--- src/rtl/dmairq_pkg.sv ---
package dmairq_pkg;
  localparam int LVL_W = 3;
  localparam int AW    = 2;
  typedef logic [LVL_W-1:0] lvl_t;
  typedef enum logic [AW-1:0] {
    SEL_FLAG = 2'd0,
    SEL_EN   = 2'd1,
    SEL_PRI  = 2'd2,
    SEL_BASE = 2'd3
  } reg_sel_e;
endpackage

--- src/rtl/dmairq_evt.sv ---
module dmairq_evt (
  input  logic done,
  input  logic cnt_zero,
  input  logic desc_ie,
  input  logic link_mode,
  input  logic chain_last,
  output logic set_ev
);
  logic qualified;
  logic chain_ok;

  always_comb begin
    qualified = done && cnt_zero && desc_ie;
    // unchained: every descriptor counts; chained: only the tail
    chain_ok  = !link_mode || chain_last;
    set_ev    = qualified && chain_ok;
  end
endmodule

--- src/rtl/dmairq_regs.sv ---
module dmairq_regs
  import dmairq_pkg::*;
#(
  parameter int          DW       = 24,
  parameter logic [DW-1:0] BASE_RST = 24'hC00000
) (
  input  logic          clk,
  input  logic          rst_n,
  input  logic          set_ev,
  input  logic          we,
  input  logic [AW-1:0] addr,
  input  logic [DW-1:0] wdata,
  output logic          flag,
  output logic          en,
  output lvl_t          pri,
  output logic [DW-1:0] base,
  output logic [DW-1:0] rdata
);
  logic          flag_d, en_d;
  lvl_t          pri_d;
  logic [DW-1:0] base_d;
  logic          clr_hit, en_wr, pri_wr, base_wr;

  always_comb begin
    clr_hit = we && (reg_sel_e'(addr) == SEL_FLAG) && wdata[0];
    en_wr   = we && (reg_sel_e'(addr) == SEL_EN);
    pri_wr  = we && (reg_sel_e'(addr) == SEL_PRI);
    base_wr = we && (reg_sel_e'(addr) == SEL_BASE);
    // set has priority over a simultaneous write-1-to-clear
    flag_d  = set_ev ? 1'b1 : (clr_hit ? 1'b0 : flag);
    en_d    = en_wr   ? wdata[0]         : en;
    pri_d   = pri_wr  ? wdata[LVL_W-1:0] : pri;
    base_d  = base_wr ? wdata            : base;
  end

  always_ff @(posedge clk or negedge rst_n) begin
    if (!rst_n) begin
      flag <= 1'b0;
      en   <= 1'b0;
      pri  <= '0;
      base <= BASE_RST;
    end else begin
      flag <= flag_d;
      en   <= en_d;
      pri  <= pri_d;
      base <= base_d;
    end
  end

  always_comb begin
    rdata = '0;
    unique case (reg_sel_e'(addr))
      SEL_FLAG: rdata[0]         = flag;
      SEL_EN:   rdata[0]         = en;
      SEL_PRI:  rdata[LVL_W-1:0] = pri;
      SEL_BASE: rdata            = base;
      default:  rdata            = '0;
    endcase
  end

  a_r1_set_seen: assert property (@(posedge clk) disable iff (!rst_n)
    set_ev |=> flag);
  a_r4_clear_drops: assert property (@(posedge clk) disable iff (!rst_n)
    (clr_hit && !set_ev) |=> !flag);
  a_r3_hold_flag: assert property (@(posedge clk) disable iff (!rst_n)
    (!set_ev && !we) |=> $stable(flag));
endmodule

--- src/rtl/dmairq_arb.sv ---
module dmairq_arb
  import dmairq_pkg::*;
#(
  parameter int            NSRC    = 4,
  parameter int            DW      = 24,
  parameter logic [DW-1:0] VEC_OFF = 24'h000068
) (
  input  logic                  clk,
  input  logic                  rst_n,
  input  logic                  flag,
  input  logic                  en,
  input  lvl_t                  pri,
  input  logic [DW-1:0]         base,
  input  logic [NSRC-1:0]       rival_pend,
  input  logic [NSRC*LVL_W-1:0] rival_lvl,
  input  logic                  cpu_ie,
  input  lvl_t                  cpu_lvl,
  output logic                  irq_req,
  output logic                  irq_fwd,
  output logic                  irq_take,
  output logic [DW-1:0]         trap_vec
);
  logic [NSRC-1:0] beats;

  for (genvar i = 0; i < NSRC; i++) begin : g_cmp
    // strict compare: an equal level never outranks this request
    assign beats[i] = rival_pend[i] && (rival_lvl[i*LVL_W +: LVL_W] > pri);
  end

  always_comb begin
    irq_req  = flag && en;
    irq_fwd  = irq_req && (beats == '0);
    irq_take = irq_fwd && cpu_ie && (cpu_lvl < pri);
    trap_vec = base + VEC_OFF;
  end

  a_r5_mask: assert property (@(posedge clk) disable iff (!rst_n)
    !en |-> !irq_req);
  a_r7_fwd_needs_req: assert property (@(posedge clk) disable iff (!rst_n)
    irq_fwd |-> (irq_req && flag));
  a_r8_take_gate: assert property (@(posedge clk) disable iff (!rst_n)
    irq_take |-> (cpu_ie && (cpu_lvl < pri) && irq_fwd));
endmodule

--- src/rtl/dma_done_irq.sv ---
module dma_done_irq
  import dmairq_pkg::*;
#(
  parameter int            NSRC     = 4,
  parameter int            DW       = 24,
  parameter logic [DW-1:0] BASE_RST = 24'hC00000,
  parameter logic [DW-1:0] VEC_OFF  = 24'h000068
) (
  input  logic                  clk,
  input  logic                  rst_n,
  input  logic                  done,
  input  logic                  cnt_zero,
  input  logic                  desc_ie,
  input  logic                  link_mode,
  input  logic                  chain_last,
  input  logic                  bus_we,
  input  logic [AW-1:0]         bus_addr,
  input  logic [DW-1:0]         bus_wdata,
  output logic [DW-1:0]         bus_rdata,
  input  logic [NSRC-1:0]       rival_pend,
  input  logic [NSRC*LVL_W-1:0] rival_lvl,
  input  logic                  cpu_ie,
  input  logic [LVL_W-1:0]      cpu_lvl,
  output logic                  irq_req,
  output logic                  irq_fwd,
  output logic                  irq_take,
  output logic [DW-1:0]         trap_vec
);
  logic          rst_s1, rst_sn;
  logic          set_ev, flag, en;
  lvl_t          pri;
  logic [DW-1:0] base;

  always_ff @(posedge clk or negedge rst_n) begin
    if (!rst_n) begin
      rst_s1 <= 1'b0;
      rst_sn <= 1'b0;
    end else begin
      rst_s1 <= 1'b1;
      rst_sn <= rst_s1;
    end
  end

  dmairq_evt u_evt (
    .done(done), .cnt_zero(cnt_zero), .desc_ie(desc_ie),
    .link_mode(link_mode), .chain_last(chain_last), .set_ev(set_ev)
  );

  dmairq_regs #(.DW(DW), .BASE_RST(BASE_RST)) u_regs (
    .clk(clk), .rst_n(rst_sn), .set_ev(set_ev), .we(bus_we),
    .addr(bus_addr), .wdata(bus_wdata), .flag(flag), .en(en),
    .pri(pri), .base(base), .rdata(bus_rdata)
  );

  dmairq_arb #(.NSRC(NSRC), .DW(DW), .VEC_OFF(VEC_OFF)) u_arb (
    .clk(clk), .rst_n(rst_sn), .flag(flag), .en(en), .pri(pri),
    .base(base), .rival_pend(rival_pend), .rival_lvl(rival_lvl),
    .cpu_ie(cpu_ie), .cpu_lvl(cpu_lvl), .irq_req(irq_req),
    .irq_fwd(irq_fwd), .irq_take(irq_take), .trap_vec(trap_vec)
  );

  // an intermediate chained descriptor must not disturb the flag
  a_r2_mid_chain: assert property (@(posedge clk) disable iff (!rst_sn)
    (done && link_mode && !chain_last && !bus_we) |=> $stable(irq_req));
  a_r10_reset_quiet: assert property (@(posedge clk)
    !rst_sn |-> (!irq_req && !irq_fwd && !irq_take));
endmodule

--- config.mk ---
export PLATFORM = sky130hd
export DESIGN_NAME = dma_done_irq
export DESIGN_NICKNAME = d
export VERILOG_FILES = /design/src/rtl/dmairq_pkg.sv /design/src/rtl/dmairq_evt.sv /design/src/rtl/dmairq_regs.sv /design/src/rtl/dmairq_arb.sv /design/src/rtl/dma_done_irq.sv
export SDC_FILE = /design/constraint.sdc
export NUM_CORES = 1
export LEC_CHECK = 0
export ABC_CLOCK_PERIOD_IN_PS = 2100
export BUFFER_PORTS_ARGS = -buffer_cell sky130_fd_sc_hd__buf_2
export CAP_MARGIN = 20
export CORE_ASPECT_RATIO = 0.7
export CORE_MARGIN = 10
export CORE_UTILIZATION = 47
export CTS_CLUSTER_DIAMETER = 50
export CTS_CLUSTER_SIZE = 16
export DETAILED_ROUTE_END_ITERATION = 10
export MAX_ROUTING_LAYER = met4
export PLACE_DENSITY = 0.8
export SKIP_LAST_GASP = 1
export SLEW_MARGIN = 5
export SYNTH_ARGS = -nofsm -noshare
export SYNTH_HDL_FRONTEND = slang
export SYNTH_HIERARCHICAL = 1
export SYNTH_SLANG_ARGS = --single-unit
--- constraint.sdc ---
create_clock -name clk -period 2.1 [get_ports clk]
set_input_delay 0.42 -clock clk [delete_from_list [all_inputs] [get_ports clk]]
set_output_delay 0.42 -clock clk [all_outputs]
set_load 0.01 [all_outputs]
==> results of run 1 <==
## logic make-up after synthesis
group,after synthesis
compound gates,15
xor+xnor,19
fa+ha+maj,15
buf+inv,22
flops,31
mux,31
other cells,1
simple gates,68
## registers in the layout, indices dropped and copies added (netlist names)
register,count
u_regs/flag,1
u_regs/base,24
u_regs/pri,3
rst_s1,1
u_regs/en,1
rst_sn,1
## path summary, 6_finish.rpt
path                                      start         endpoint  slack (ns)  cells after the start
worst max-delay path              u_regs/pri[1]         irq_take       -0.18                      8
worst min-delay path                     rst_sn        u_regs/en        0.26                      1
worst max register to register  u_regs/base[12]  u_regs/base[12]        0.92                      4
worst min register to register           rst_sn        u_regs/en        0.26                      1
max in group asynchronous                rst_sn  u_regs/base[22]        1.52                      1
min in group clk                         rst_s1           rst_sn        0.36                      0
## through the flow
stage	cells	setup slack (ns)	power, uW	instance area, um2	util
6_report	384	-0.177	2440	3270	0.729
2_1_floorplan	202	0.102	1400	2240	-
3_3_place_gp	357	-0.0266	1720	2820	0.630
4_1_cts	377	-0.213	2310	3050	0.680
3_5_place_dp	357	-0.0894	1750	2820	0.630
5_1_grt	384	-0.291	2600	3270	0.729
## worst max-delay path, cell delays in order, from the launching register on
cell and delay (ns):
sky130_fd_sc_hd__dfrtp_1 0.38, sky130_fd_sc_hd__inv_2 0.09, sky130_fd_sc_hd__ha_4 0.20, sky130_fd_sc_hd__nor2b_4 0.12
sky130_fd_sc_hd__o21a_1 0.17, sky130_fd_sc_hd__o211ai_1 0.19, sky130_fd_sc_hd__nand3_2 0.12, sky130_fd_sc_hd__nor3_2 0.17
sky130_fd_sc_hd__buf_2 0.15
## cells in the final DEF (no fill, tap or decap), drive strengths merged, types with 7 or more instances in the layout
cell type,count
mux2,28
nand2,8
inv,11
xnor2,13
and3,23
clkbuf,7
ha,15
dfrtp,29
buf,129
nand3,12
nor2,7
## final cells by class
type	count	area (um2)
repair buffers	130	753
well taps	55	68.8
clock buffers	7	86.3
inverters	11	41.3
clock inverters	1	5.00
flip-flops and latches	31	782
fillers	329	1210
multi-input cells	149	1530
## power breakdown
| group | switching (uW) | internal [uW] | total, uW | leakage (uW) |
|---|---|---|---|---|
| Combinational | 507 | 599 | 1110 | 0.00134 |
| Clock | 218 | 264 | 482 | 0.0000482 |
| Sequential | 141 | 714 | 854 | 0.000360 |
| Total | 865 | 1580 | 2440 | 0.00175 |
## layer usage
layer / part of all wire / up-vias
li1: - / 972
met1: 0.44 / 927
met2: 0.49 / 68
met3: 0.062 / 7
met4: 0.011 / 0
met5: 0 / -
## what timing repair did
action,4_1_cts,5_1_grt
endpoints found under the setup margin,12,16
hold buffers,1,0
resized for setup,10,35
hold endpoints to repair,2,0
pin swaps,12,23
setup buffers,11,8
==> reports/results.ini, run 1 <==
[yosys]
synth-async-reset-ratio=1.00
synth_top_family_by_area=simple AND/OR/NAND/NOR gates
edff_count_synth=0
simple_gate_area_share_of_the_yosys_netlist=0.198
syn-mean-instance-area_um2=11.1
synthTopCellsByArea=sky130_fd_sc_hd__dfrtp_1 (32%), sky130_fd_sc_hd__mux2_4 (13%), sky130_fd_sc_hd__ha_1 (8.4%)
multiplexer_fraction_of_the_synthesized_cell_area=0.193
synthesized_area_fraction_occupied_by_xor_and_xnor_cells=0.0775
yosysMostFrequentCell=sky130_fd_sc_hd__dfrtp_1
synth_compound_gate_area_share=0.0457
synthFlopType=sky130_fd_sc_hd__dfrtp_1
synthesis.area_um2=2240
synth.cells.most_frequent=sky130_fd_sc_hd__dfrtp_1 (29), sky130_fd_sc_hd__and3_1 (22), sky130_fd_sc_hd__mux2_4 (20)
synth-seq-area-share=0.347
synth_cell_type_count=43
synth_area_leader_cell=sky130_fd_sc_hd__dfrtp_1
synthAdderAreaFrac=0.0836
yosys_warnings=6
ys_seq_elements=31
synth.net_count=271
yosysTopAreaCellShare=0.323
synthesis.instances=202

[global_route]
met2_track_demand_over_resource_in_global_routing=0.254
grt_antenna_before_repair=0
top_usage_layer=met2
grt_max_degree=30
first_global_vias=2048
grt_pass1_wl_mm=10.0
global_route.usage.met1=0.194
overflow=0
groute.layer.met3.usage=0.0487
grt_use_total=0.160

[final_layout]
flow.area_growth_from_synthesis_pct=45.5
antenna_cells=0
design.final.nets=397
post_route_cells_drive_above_1_share=0.629

[status]
failing_checks=negative setup slack
run_status=finished, violations left

[floorplanning]
core-area_um2=4480
placementRows=20
chipHeight_um=77.8
initial_utilization=0.501
die-width_um=103
design.die.area_um2=7980
io_pins=105

[sta]
finalHoldViolations=0
finalWorstPathRequiredPeriod_ns=2.28
timing.clock.skew_ns=0.00577
setup_viol_count_final=10
finalCritPeriodShare=1.08
setup_slack_ns=-0.177
unrepaired_setup_endpoints_after_global_routing=true
final-max-slew-violation-count=0
fin_tns_setup_ns=-0.580
whs_ns=0.255
highest_clock_rate_mhz=439

[clocking]
cts_htree_levels=2
cts.path.max_buffers=2
cts_tree=done
clk_pin_slew_worst_paths_ns=0.07
cts-buffers-inserted=5
root_buffer=sky130_fd_sc_hd__clkbuf_8
cts.sinks=31
worstSkewPairLatency_ns=0.28

[flow_run]
cap_viol_max_count=0

[worst_setup_path]
worst_setup_path_end_kind=output port
timing.critical_path.fanout_max=2
worstPathArrival_ns=1.86
crit_required_ns=1.68
crit_path_start_kind=flop
critical_path_class=reg2out

[power]
static-leakage-power_uw=0.00175
pwr_density_nw_per_um2=748
vdd.ir_drop.worst_mv=0.452

[placement]
gp_routability_congestion=0.852
placement.io_buffers=104
final_hpwl_dp_mm=5.03

[drt]
count_of_nets_left_with_antenna_violations_after_detail_routing=0
via_count=1974
wl_per_cell_um=17.9
vias_per_cell=5.14
wirelength_mm=6.88
drt_pass1_iterations=4
detailedRoute.firstIterationViolations=83
drc=0

[hold_path]
kind_of_path_behind_the_tightest_hold_check=reg2async

Power figures use the tool's default switching activity.
==> run 2, diff against run 1 <==
--- a/config.mk
+++ b/config.mk
@@ -8,8 +8,6 @@
 export ABC_CLOCK_PERIOD_IN_PS = 2100
 export BUFFER_PORTS_ARGS = -buffer_cell sky130_fd_sc_hd__buf_2
 export CAP_MARGIN = 20
-export CORE_ASPECT_RATIO = 0.7
-export CORE_MARGIN = 10
 export CORE_UTILIZATION = 47
 export CTS_CLUSTER_DIAMETER = 50
 export CTS_CLUSTER_SIZE = 16
==> run 2 against run 1 <==
Combinational power is 8% lower. The flow finishes with violations (design-rule violations, negative setup slack). Die area down 37%. Sequential share of layout area up 1.4 points. Utilization decreased by 3.5 points. Worst hold slack gained 0.076 ns. Fmax increased by 1.3%. Clock skew fell by 0.0023 ns. Routed wire length down 17%. Critical path depth unchanged. Global-route usage grew 7.6 points. Critical endpoint unchanged. Highest routed layer unchanged.
==> reports/results.ini, run 2 (synthesis results as in run 1) <==
[worst_setup_path]
critical_path_class=reg2out
worst_r2r_startpoint=u_regs/base[3]
crit_required_ns=1.68  ; about the same
worstPathArrival_ns=1.83  ; -0.03 ns
timing.critical_path.fanout_max=2  ; unchanged
worst_setup_path_startpoint=u_regs/pri[1]
worst_setup_path_end_kind=output port
crit_path_start_kind=flop

[power]
pwr_density_nw_per_um2=744  ; -0.52%
vdd.ir_drop.worst_mv=0.463  ; +2.4%
static-leakage-power_uw=0.00168  ; -4.1%

[status]
run_status=finished, violations left
failing_checks=design-rule violations, negative setup slack

[sta]
finalCritPeriodShare=1.07  ; -0.0142
timing.clock.skew_ns=0.00348  ; -0.00228 ns
setup_viol_count_final=4  ; -6
worstMarginPinSlew_ns=0.795
unrepaired_setup_endpoints_after_global_routing=true
final-max-slew-violation-count=0  ; unchanged
finalHoldViolations=0  ; unchanged
highest_clock_rate_mhz=445  ; +1.3%
setup_slack_ns=-0.147  ; +0.0299 ns
fin_tns_setup_ns=-0.283  ; +0.297 ns
finalWorstPathRequiredPeriod_ns=2.25  ; -0.0299 ns
whs_ns=0.331  ; +0.0757 ns
timing.max_slew.rel_slack=0.470

[drt]
drc=12  ; +12
vias_per_cell=5.28  ; +2.7%
drt_pass1_iterations=7  ; +3
wl_per_cell_um=15.2  ; -15%
wirelength_mm=5.68  ; -17%
detailedRoute.firstIterationViolations=99  ; +19%
via_count=1974  ; unchanged
count_of_nets_left_with_antenna_violations_after_detail_routing=0  ; unchanged

[final_layout]
design.final.nets=391  ; -1.5%
layout.cells.most_common=sky130_fd_sc_hd__buf_2
post_route_cells_drive_above_1_share=0.596  ; -0.0329
register_ranked_first_by_flip_flop_count=u_regs/base
biggestRegsByFlops=u_regs/base x24, u_regs/pri x3
nFillCells=343  ; +4.3%
layout.cells.most_common_list=sky130_fd_sc_hd__buf_2 (104), sky130_fd_sc_hd__dfrtp_1 (22), sky130_fd_sc_hd__and3_1 (22), sky130_fd_sc_hd__mux2_4 (20), sky130_fd_sc_hd__buf_4 (16)
flow.area_growth_from_synthesis_pct=38.3
antenna_cells=0  ; unchanged
largest_register_ff_count=24  ; unchanged

[floorplanning]
io_pins=105  ; unchanged
die-width_um=71.1  ; -31%
initial_utilization=0.502  ; +0.000561
core-area_um2=4470  ; -0.11%
design.die.area_um2=5060  ; -37%
placementRows=24  ; +20%
chipHeight_um=71.1  ; -8.6%

[global_route]
overflow=0  ; unchanged
first_global_vias=1874  ; -8.5%
grt_antenna_before_repair=0  ; unchanged
grt_max_degree=25  ; -17%
grt_pass1_wl_mm=8.82  ; -12%
grt_use_total=0.236  ; +0.0755

[clocking]
cts.sinks=31  ; unchanged
clk_pin_slew_worst_paths_ns=0.06  ; about the same
worstSkewPairLatency_ns=0.28  ; about the same
cts-buffers-inserted=5  ; unchanged
cts.path.max_buffers=2  ; unchanged
root_buffer=sky130_fd_sc_hd__clkbuf_8
cts_tree=done
cts_htree_levels=2  ; unchanged

[placement]
placement.io_buffers=104  ; unchanged
gp_routability_congestion=0.807  ; -5.2%
final_hpwl_dp_mm=4.09  ; -19%

[hold_path]
kind_of_path_behind_the_tightest_hold_check=reg2async

[flow_run]
cap_viol_max_count=0  ; unchanged

[run 2: changes by cell type in the layout (fill, tap and decap cells not counted), moves of 2 or more]
cell and change:
sky130_fd_sc_hd__dfrtp_2 +4, sky130_fd_sc_hd__o2111ai_2 -2, sky130_fd_sc_hd__buf_6 -3, sky130_fd_sc_hd__dfrtp_1 -4, sky130_fd_sc_hd__o21ai_2 -3, sky130_fd_sc_hd__ha_4 -2
sky130_fd_sc_hd__o2111ai_1 +2, sky130_fd_sc_hd__o21ai_1 +4, sky130_fd_sc_hd__buf_4 -2
[run 2: layer usage]
metal | track usage | routed length (um)
met1 | 0.289 | 2460
met2 | 0.396 | 2850
met3 | 0.0484 | 302
met4 | 0.0667 | 70
met5 | - | 0
[run 2: through the flow]
stage | worst slack, ns | cell area, um2 | total power, uW | util | cells
after floorplan | 0.102 | 2240 | 1400 | - | 202
after global placement | 0.00124 | 2810 | 1690 | 0.628 | 355
after detailed placement | -0.0547 | 2810 | 1730 | 0.628 | 355
after CTS | -0.169 | 3010 | 2240 | 0.672 | 371
after global routing | -0.244 | 3100 | 2460 | 0.694 | 374
final | -0.147 | 3100 | 2310 | 0.694 | 374
[run 2: repair_timing]
item	in CTS	in global routing
buffers inserted	8	4
hold endpoints to repair	2	0
setup endpoints to repair	11	14
resized for setup	14	20
hold buffers	1	0
pin swaps	12	14
[run 2: worst paths after layout]
check	depth (start not counted)	slack [ns]	to
worst max-delay path	8	-0.15	irq_take
worst min-delay path	0	0.33	u_regs/pri[2]
worst max register to register	3	1.08	u_regs/base[3]
worst min register to register	0	0.33	u_regs/pri[2]
max in group asynchronous	1	1.10	u_regs/base[12]
min in group clk	0	0.36	rst_sn
[run 2: cell type report]
type                       instances  area, um2  area share
multi-input combinational        149       1450       0.467
sequential                        31        787       0.254
timing repair buffer             124        684       0.220
clock buffer                       7       76.3      0.0246
tap                               52       65.1      0.0210
inverter                          11       41.3      0.0133
[run 2: where the power goes]
group / internal (uW) / switching (uW)
sequential: 717 / 134
clock: 228 / 210
combinational: 557 / 464
total: 1500 / 808
[run 2: critical path, cell delays in order, from the launching register on]
cell                       delay [ns]
sky130_fd_sc_hd__dfrtp_1         0.38
sky130_fd_sc_hd__inv_2           0.09
sky130_fd_sc_hd__ha_4            0.20
sky130_fd_sc_hd__nor2b_4         0.12
sky130_fd_sc_hd__o21a_1          0.16
sky130_fd_sc_hd__o211ai_1        0.15
sky130_fd_sc_hd__nand3_1         0.14
sky130_fd_sc_hd__nor3_1          0.14
sky130_fd_sc_hd__buf_2           0.15
==> run 3, diff against run 2 <==
--- a/config.mk
+++ b/config.mk
@@ -8,12 +8,15 @@
 export ABC_CLOCK_PERIOD_IN_PS = 2100
 export BUFFER_PORTS_ARGS = -buffer_cell sky130_fd_sc_hd__buf_2
 export CAP_MARGIN = 20
-export CORE_UTILIZATION = 47
+export CELL_PAD_IN_SITES_DETAIL_PLACEMENT = 1
+export CELL_PAD_IN_SITES_GLOBAL_PLACEMENT = 1
+export CORE_UTILIZATION = 35
 export CTS_CLUSTER_DIAMETER = 50
 export CTS_CLUSTER_SIZE = 16
 export DETAILED_ROUTE_END_ITERATION = 10
 export MAX_ROUTING_LAYER = met4
 export PLACE_DENSITY = 0.8
+export RECOVER_POWER = 100
 export SKIP_LAST_GASP = 1
 export SLEW_MARGIN = 5
 export SYNTH_ARGS = -nofsm -noshare
==> run 3 against run 2 <==
Routed wire length rose by 16%. Cell area rose by 0.97%. Worst hold slack got worse by 0.034 ns. First-iteration DRC count fell by 37%. Largest cell class unchanged. Critical path type unchanged. Sequential power fell by 0.9%. Global-route usage fell by 2.9 points. The flow finishes with violations (negative setup slack).
==> reports/results.ini, run 3 (synthesis results as in run 1) <==
[worst_setup_path]
timing.critical_path.fanout_max=3  ; +1
crit_required_ns=1.68  ; about the same
crit_path_start_kind=flop
worstPathArrival_ns=1.96  ; +0.13 ns
worst_setup_path_startpoint=u_regs/pri[1]
critical_path_class=reg2out
worst_setup_path_end_kind=output port
worst_r2r_startpoint=rst_sn

[clocking]
cts_htree_levels=2  ; unchanged
cts.path.max_buffers=2  ; unchanged
worstSkewPairLatency_ns=0.28  ; about the same
cts.sinks=31  ; unchanged
root_buffer=sky130_fd_sc_hd__clkbuf_8
clk_pin_slew_worst_paths_ns=0.06  ; about the same
cts-buffers-inserted=5  ; unchanged
cts_tree=done

[drt]
via_count=1983  ; +0.46%
wirelength_mm=6.61  ; +16%
wl_per_cell_um=16.2  ; +6.4%
count_of_nets_left_with_antenna_violations_after_detail_routing=0  ; unchanged
drc=0  ; -12
vias_per_cell=4.85  ; -8.1%
drt_pass1_iterations=4  ; -3
detailedRoute.firstIterationViolations=62  ; -37%

[final_layout]
fin_util=0.517  ; -0.177
biggestRegsByFlops=u_regs/base x24, u_regs/pri x3
register_ranked_first_by_flip_flop_count=u_regs/base
nFillCells=722  ; +110%
layoutNonFillerInstCount=409  ; +9.4%
flow.area_growth_from_synthesis_pct=39.6
post_route_cells_drive_above_1_share=0.526  ; -0.0707
regArea_um2=786  ; -0.16%
largest_register_ff_count=24  ; unchanged
multi_input_logic_area_um2=1380  ; -4.7%
layout.cells.most_common_list=sky130_fd_sc_hd__buf_2 (95), sky130_fd_sc_hd__dfrtp_1 (23), sky130_fd_sc_hd__buf_4 (22), sky130_fd_sc_hd__and3_1 (21), sky130_fd_sc_hd__mux2_1 (18)
design.final.nets=401  ; +2.6%
layout.cells.most_common=sky130_fd_sc_hd__buf_2

[global_route]
grt_use_total=0.207  ; -0.0286
met2_track_demand_over_resource_in_global_routing=0.378  ; -0.0187
overflow=0  ; unchanged
grt_pass1_wl_mm=10.0  ; +14%
top_usage_layer=met2
global_route.usage.met1=0.211  ; -0.0775
grt_antenna_before_repair=1  ; +1
grt_max_degree=29  ; +16%
first_global_vias=2150  ; +15%
groute.layer.met3.usage=0.0456  ; -0.00288

[floorplanning]
core-area_um2=6060  ; +35%
initial_utilization=0.370  ; -0.131
design.die.area_um2=6740  ; +33%
chipHeight_um=82.1  ; +15%
io_pins=105  ; unchanged
die-width_um=82.1  ; +15%
placementRows=28  ; +17%

[placement]
gp_routability_congestion=0.770  ; -4.5%
final_hpwl_dp_mm=4.84  ; +19%
placement.io_buffers=104  ; unchanged
placedCellCount=379  ; +6.8%

[sta]
finalCritPeriodShare=1.13  ; +0.0620
final-max-slew-violation-count=0  ; unchanged
timing.clock.skew_ns=0.00338  ; -0.000104 ns
timing.max_slew.rel_slack=0.288  ; -0.182
setup_viol_count_final=11  ; +7
worstMarginPinSlew_ns=1.07  ; +0.273 ns
whs_ns=0.297  ; -0.0341 ns
unrepaired_setup_endpoints_after_global_routing=true
highest_clock_rate_mhz=421  ; -5.5%
setup_slack_ns=-0.277  ; -0.130 ns
finalHoldViolations=0  ; unchanged
finalWorstPathRequiredPeriod_ns=2.38  ; +0.130 ns

[power]
vdd.ir_drop.worst_mv=0.491  ; +6.2%
p_seq_frac=0.368  ; about the same
switching_share=0.363  ; +0.0127
static-leakage-power_uw=0.00163  ; -3.1%
post-layout-total-power_uw=2290  ; -0.80%
p_switching_uw=831  ; +2.8%
comb_power_share=0.436  ; -0.006
clock_power_share=0.196  ; +0.006
pwr_density_nw_per_um2=731  ; -1.7%
cell_internal_pwr_uw=1460  ; -2.7%

[flow_run]
cap_viol_max_count=0  ; unchanged

[status]
run_status=finished, violations left
failing_checks=negative setup slack

[hold_path]
kind_of_path_behind_the_tightest_hold_check=reg2async

-- run 3: cell types whose count changed in the layout (fill, tap and decap cells not counted), sizes merged --
cell / delta
buf: -3
clkinv: +1
diode: +1
clkbuf: +13
-- run 3: power groups by stage --
stage	combinational, uW	sequential [uW]	clock [uW]
2_1_floorplan	568	835	0
3_3_place_gp	851	856	0
3_5_place_dp	886	869	0
4_1_cts	1020	836	459
5_1_grt	1100	864	480
6_report	998	843	450
-- run 3: final cells by class --
class	count	area share
tap	75	0.0299
timing repair buffer	134	0.238
clock buffer	7	0.0244
multi-input combinational	149	0.441
inverter	11	0.0140
antenna	1	0.000798
sequential	31	0.251
clock inverter	1	0.00160
-- run 3: worst paths after layout --
kind                       slack (ns)  cells after the start              to
min                              0.30                      0   u_regs/pri[1]
max in group asynchronous        0.70                      1  u_regs/base[6]
max reg2reg                      0.70                      1  u_regs/base[6]
max                             -0.28                      8        irq_take
min in group clk                 0.35                      0          rst_sn
min reg2reg                      0.30                      0   u_regs/pri[1]
-- run 3: per-stage QoR --
stage	setup slack [ns]	setup TNS [ns]	instance area [um2]
floorplan	0.102	0	2240
global placement	-0.0379	-0.0379	2850
detailed placement	-0.0922	-0.0922	2850
CTS	-0.236	-0.425	3100
global route	-0.374	-3.62	3130
finish	-0.277	-1.10	3130
-- run 3: repair_timing --
| action | CTS | global route |
|---|---|---|
| gates resized for setup | 12 | 23 |
| pin swaps | 7 | 16 |
| hold endpoints to repair | 2 | 0 |
| hold buffers | 1 | 0 |
| setup endpoints to repair | 14 | 13 |
| buffers inserted | 14 | 6 |
-- run 3: layer usage --
layer / part of all wire / vias up
met5: 0 / -
met4: 0.028 / 0
met3: 0.049 / 17
met2: 0.51 / 75
met1: 0.42 / 922
li1: - / 969
-- run 3: worst max-delay path, stage by stage (launching register included) --
cell                       delay [ns]
sky130_fd_sc_hd__dfrtp_1         0.41
sky130_fd_sc_hd__inv_4           0.11
sky130_fd_sc_hd__ha_4            0.21
sky130_fd_sc_hd__nor2b_4         0.12
sky130_fd_sc_hd__o21a_1          0.16
sky130_fd_sc_hd__o211ai_1        0.18
sky130_fd_sc_hd__nand3_1         0.16
sky130_fd_sc_hd__nor3_2          0.19
sky130_fd_sc_hd__buf_2           0.15
